### src/rtl/sysclk_ratio_div.sv
module sysclk_ratio_div #(
  parameter int NSTREAM = 4,
  parameter int CODE_W  = 4,
  parameter int CNT_W   = 5,
  parameter logic [31:0] RD_MASK = 32'h0060_FFFF
) (
  input  logic        clk,
  input  logic        rst,
  input  logic        wr_en,
  input  logic [31:0] wr_data,
  output logic [31:0] rd_data,
  output logic        core_en,
  output logic        hbus_en,
  output logic        lbus_en,
  output logic        mem_en,
  output logic        half_en
);
  localparam int CHG_BIT  = 22;
  localparam int HALF_BIT = 21;

  logic [31:0] ctrl;
  logic [NSTREAM-1:0][CODE_W-1:0] act;
  logic [NSTREAM-1:0][CNT_W-1:0]  cnt;
  logic [NSTREAM-1:0]             term;
  logic half_ph;
  logic apply;

  function automatic logic [CNT_W-1:0] lim_of(input logic [CODE_W-1:0] c);
    case (c)
      4'd0: lim_of = 5'd0;
      4'd1: lim_of = 5'd1;
      4'd2: lim_of = 5'd2;
      4'd3: lim_of = 5'd3;
      4'd4: lim_of = 5'd5;
      4'd5: lim_of = 5'd7;
      4'd6: lim_of = 5'd11;
      4'd7: lim_of = 5'd15;
      4'd8: lim_of = 5'd23;
      default: lim_of = 5'd31;
    endcase
  endfunction

  always_ff @(posedge clk) begin
    if (rst) ctrl <= '0;
    else if (wr_en) ctrl <= wr_data & RD_MASK;
  end

  always_ff @(posedge clk) begin
    if (rst) half_ph <= 1'b0;
    else half_ph <= ~half_ph;
  end

  assign apply   = (&term) && ctrl[CHG_BIT];
  assign rd_data = ctrl;
  assign half_en = ctrl[HALF_BIT] | half_ph;

  for (genvar i = 0; i < NSTREAM; i++) begin : g_strm
    assign term[i] = (cnt[i] == lim_of(act[i]));

    always_ff @(posedge clk) begin
      if (rst) begin
        cnt[i] <= '0;
        act[i] <= '0;
      end else begin
        cnt[i] <= term[i] ? '0 : cnt[i] + 1'b1;
        if (apply) act[i] <= ctrl[i*CODE_W +: CODE_W];
      end
    end

    AST_SINGLE_PULSE: assert property (@(posedge clk) disable iff (rst)
      (term[i] && act[i] != '0 && !apply) |=> !term[i]);
    AST_DIV1_STEADY: assert property (@(posedge clk) disable iff (rst)
      (act[i] == '0 && !apply) |=> term[i]);
  end

  assign core_en = term[0];
  assign hbus_en = term[1];
  assign lbus_en = term[2];
  assign mem_en  = term[3];

  AST_RESET_STATE: assert property (@(posedge clk)
    rst |=> (core_en && hbus_en && lbus_en && mem_en && rd_data == 32'd0));
  AST_LOCKED: assert property (@(posedge clk) disable iff (rst)
    !ctrl[CHG_BIT] |=> $stable(act));
  AST_BOUNDARY: assert property (@(posedge clk) disable iff (rst)
    !(&term) |=> $stable(act));
  AST_READBACK: assert property (@(posedge clk) disable iff (rst)
    wr_en |=> rd_data == ($past(wr_data) & RD_MASK));
  AST_HALF_ALT: assert property (@(posedge clk) disable iff (rst)
    (!ctrl[HALF_BIT] && !wr_en && half_en) |=> !half_en);
endmodule

### config.mk
export PLATFORM = sky130hd
export DESIGN_NAME = sysclk_ratio_div
export DESIGN_NICKNAME = d
export VERILOG_FILES = /design/src/rtl/sysclk_ratio_div.sv
export SDC_FILE = /design/constraint.sdc
export NUM_CORES = 1
export LEC_CHECK = 0
export BUFFER_PORTS_ARGS = -buffer_cell sky130_fd_sc_hd__buf_2
export CAP_MARGIN = 5
export CORE_MARGIN = 2
export CORE_UTILIZATION = 55
export CTS_CLUSTER_DIAMETER = 120
export DETAILED_ROUTE_END_ITERATION = 8
export HOLD_SLACK_MARGIN = 0.06
export PLACE_DENSITY = 0.92
export SLEW_MARGIN = 15
export SYNTH_ARGS = -nofsm -noshare
export SYNTH_HDL_FRONTEND = slang
export SYNTH_SLANG_ARGS = --single-unit
### constraint.sdc
create_clock -name clk -period 2.3 [get_ports clk]
set_input_delay 0.345 -clock clk [delete_from_list [all_inputs] [get_ports clk]]
set_output_delay 0.345 -clock clk [all_outputs]
set_load 0.005 [all_outputs]
; ---- Yosys cells after proc, flatten, opt, wreduce, memory -nomap -nowiden
; Memory sizes are Yosys's and may differ from the RTL's. A register that Yosys moved wholly into a read port is not among the register bits.
; Cells that the tools add are included.
[totals]
reg_bits = 55
mem_bits_ro = 320
inputBits = 35
output_inout_bits = 37
mem_count = 4
[op_classes]
n_addsub = 4
eq_ne = 4
n_mux = 8
bitwise = 2
n_reduce_logical = 6
[memory_table]
columns = name, depth, word_bits, read_ports, rd_clocked_by_memory_dff, write_ports, line
row1 = (name not given), 16, 5, 1, 1, 0, 29  ; case (c)
row2 = (name not given), 16, 5, 1, 1, 0, 29
row3 = (name not given), 16, 5, 1, 1, 0, 29
row4 = (name not given), 16, 5, 1, 1, 0, 29
[op_table]
columns = cell, n
row1 = two-way mux 4 bit, 8
row2 = adder 5 x 1 -> 5 bit (second input constant), 4
row3 = == test 5 bit, 4
row4 = OR reduction 2 bit, 4
row5 = AND reduction 4 bit, 1
row6 = logical AND 1 bit, 1
row7 = NOT 1 bit, 1
row8 = bitwise OR 1 bit, 1

; ---- Longest topological paths before layout
[logic_depth]
ltp_word = 5
mapped_depth = 7
depth_no_buf = 5

; ---- Worst setup path after synthesis
; OpenSTA, ideal clock, no wires.
[synth_timing]
path_kind = register -> register
from = register cnt[17] (netlist name)
to = register (tool-made name)
setup_time_ps = 121
t_arrival_ps = 1582
setup_slack_ps = 597
path_stages_with_launch = 7
cell_sequence = dfxtp_1 -> xnor2_1 -> nand3_1 -> nor3_2 -> and4_1 -> buf_6 -> mux2_2
[synth_lines]
columns = element, line
row1 = "start, declared", 23  ; logic [NSTREAM-1:0][CNT_W-1:0] cnt;
row2 = "start signal, assigned by index", 65  ; cnt[i] <= term[i] ? '0 : cnt[i] + 1'b1;

==> flow_summary_export.csv <==
group,metric,value,unit
synth,syn_area_per_cell,9.37,um^2
sta,finClkSkew,0.00903,ns
drt,dr.pass1.iters,4,
setup_path,worstSetupEndpointType,"register",
clock_network,cts_tree,"built",
setup_path,worstPathArrival,2.19,ns
placed_design,dpl.hpwl,4.46,mm
setup_path,path_class,"reg2reg",
pwr,power.density,857,mW/mm^2
drt,vias,2590,
synth,synth_top_cell_by_area,"dfxtp_1",
sta,min_period,1.95,ns
floorplan,placementRows,29,
setup_path,r2r_start,"cnt[12]",
pwr,p_total,3.37,mW
grt,grt_util_all_layers,19.3,%
clock_network,cts_setup_buffers,0,
hold_path,hold_path_class,"in2reg",
sta,timing.fmax,0.513,GHz
sta,fin_crit_sh,84.7,%
grt,grt_pass1_wl,11.1,mm
synth,synth_cell_types,26,
drt,drtAntennaViolNets,0,
finish,nets,458,
placed_design,dp_slack,0.350,ns
job,cap_violations,0,
placed_design,placed_cell_area,0.00374,mm^2
setup_path,regToRegSetupSlack,0.35,ns
drt,finalWirelength,6.28,mm
clock_network,cts_resized,0,
sta,relSlewSlack,62.3,%
synth,yosysSeqAreaShare,42.6,%
placed_design,gp_congestion,0.844,
clock_network,worstSkewPairLatency,0.35,ns
floorplan,io_pins,72,
synth,yosys_register_bits,75,
synth,netlist_instances,376,
synth,syn_area,0.00352,mm^2
sta,setup_slack,0.351,ns
sta,rsz0062_at_grt,"no",
clock_network,cts_made_buffers,9,
drt,vias_per_cell,5.18,
floorplan,fp.dieW,84.0,um
clock_network,cts_htree_levels,3,
placed_design,portBuffers,43,
clock_network,ctsHoldBuffers,0,
sta,slew_violations,0,
pwr,leakage,1.63,nW
placed_design,post-place-cells,485,
setup_path,slowest_delay,0.42,ns
finish,fin_util,62.7,%
floorplan,dieArea,0.00706,mm^2
drt,drt_iter0_drc,86,
synth,ys_top_cells_by_area,"dfxtp_1 43%, mux2i_1 11%, nand2b_1 7.1%",
drt,wl_per_cell,12.6,um
clock_network,clock-sinks,75,
setup_path,crit_path_top_delay_cell,"dfxtp_1",
floorplan,initial_core_util,56.1,%
sta,totalNegativeSetupSlack,0,ns
setup_path,crit_required,2.54,ns
grt,grt_pass1_vias,2571,
setup_path,crit_path_max_fanout,28,
setup_path,rr_worst_depth,6,
hold_path,min_from,"wr_data[1]",
grt,antenna_found_initial,0,
setup_path,path_cells,"xnor2_1, nand3_1, nor3_2, and4_1, buf_12, mux2_2",
clock_network,path_clk_slew,0.07,ns
finish,instances_no_fill,500,
setup_path,startpoint_type,"register",
run_status,status,"finished clean",
grt,grt-ovfl-total,0,
synth,synth_top_cell_area_share,42.6,%
grt,grt_max_degree,38,
finish,area_delta_synth_final,11.7,%
drt,drc_errors,0,
clock_network,clockBufferDepth,2,
sta,holdWs,0.228,ns
synth,yosys_warnings,0,
hold_path,min_to,"rd_data[1]",
hold_path,hold_depth,3,
sta,hold_violations,0,
finish,drive_above_1_share,20.6,%
sta,finalSetupViolations,0,
finish,insertedDiodeCount,0,
floorplan,design.core.area,0.00628,mm^2
finish,final.fill_count,484,
floorplan,die_y,84.0,um
finish,finalInstanceArea,0.00394,mm^2
pwr,irDropWorstVdd,0.000588,V
clock_network,clock-root-buffer,"clkbuf_8",
sta,tightestPinTransition,0.566,ns
routing by layer:
metal	global-route usage [%]	up-vias	wire, um
li1	-	1326	-
met1	23.3	1205	2840
met2	32.6	44	3130
met3	3.46	15	157
met4	10.1	0	160
met5	0	-	0
cells in the final DEF, fill, tap and decap left out, types with 3 or more instances in the layout:
cell,n
mux2_2,16
a211oi_1,8
buf_2,43
nor3_1,22
ha_1,4
dfxtp_1,75
conb_1,14
or2_2,5
nand3_1,13
nand2b_1,40
mux2i_1,38
clkbuf_8,10
nor3_2,3
buf_4,3
inv_1,4
nor2_1,66
xor2_1,14
xnor2_1,18
a21oi_1,15
critical path: cells and delay by family, from the launching register on:
family | cells | cell delay, ns
AND/OR/NAND/NOR | 3 | 0.68
flip-flops | 1 | 0.42
multiplexers | 1 | 0.36
buffers and inverters | 1 | 0.23
XOR/XNOR | 1 | 0.15
how the worst max path moves through the flow:
stage / cells past startpoint / end / slack (ns) / start
after floorplan: 6 / register / 0.60 / cnt[17]
after global placement: 6 / register / 0.39 / cnt[12]
after detailed placement: 6 / register / 0.35 / cnt[12]
after CTS: 6 / register / 0.34 / cnt[12]
after global routing: 6 / register / 0.21 / cnt[12]
final: 6 / register / 0.35 / cnt[12]
area by class of cell:
type / count / area (um^2) / share of cell area [%]
multi-input cells: 281 / 1850 / 47.1
flip-flops and latches: 75 / 1500 / 38.2
repair buffers: 48 / 278 / 7.06
clock buffers: 11 / 141 / 3.59
well taps: 77 / 96.3 / 2.45
clock inverters: 4 / 51.3 / 1.30
inverters: 4 / 15.0 / 0.382
power breakdown:
group          switching [mW]  leakage [nW]  internal, mW  total (mW)
clock network           0.462        0.0954         0.525       0.987
logic                   0.442         0.921         0.422       0.864
registers               0.113         0.609          1.41        1.52
total                    1.02          1.63          2.36        3.37
kinds of logic after synthesis:
family          Yosys count  share of synthesized area [%]
compound gates           25                           4.23
xor+xnor                 32                           7.95
fa+ha+maj                 4                           1.42
buf+inv                  33                           6.21
flops                    75                           42.6
mux                      54                           15.9
other cells               1                          0.106
simple gates            152                           21.6
Yosys cell counts:
master / instances
conb_1: 1
nand2_1: 1
mux2_2: 16
o21a_1: 1
nand2b_1: 40
nand3_1: 13
o22ai_1: 1
buf_12: 2
dfxtp_1: 75
inv_1: 4
a21oi_1: 15
buf_6: 1
xnor2_1: 18
and4_1: 1
nor2_1: 66
nor3_2: 3
buf_4: 14
nand4_2: 1
buf_2: 2
clkbuf_1: 10
mux2i_1: 38
ha_1: 4
or2_2: 5
nor3_1: 22
xor2_1: 14
a211oi_1: 8
(Power assumes the default switching activity.)
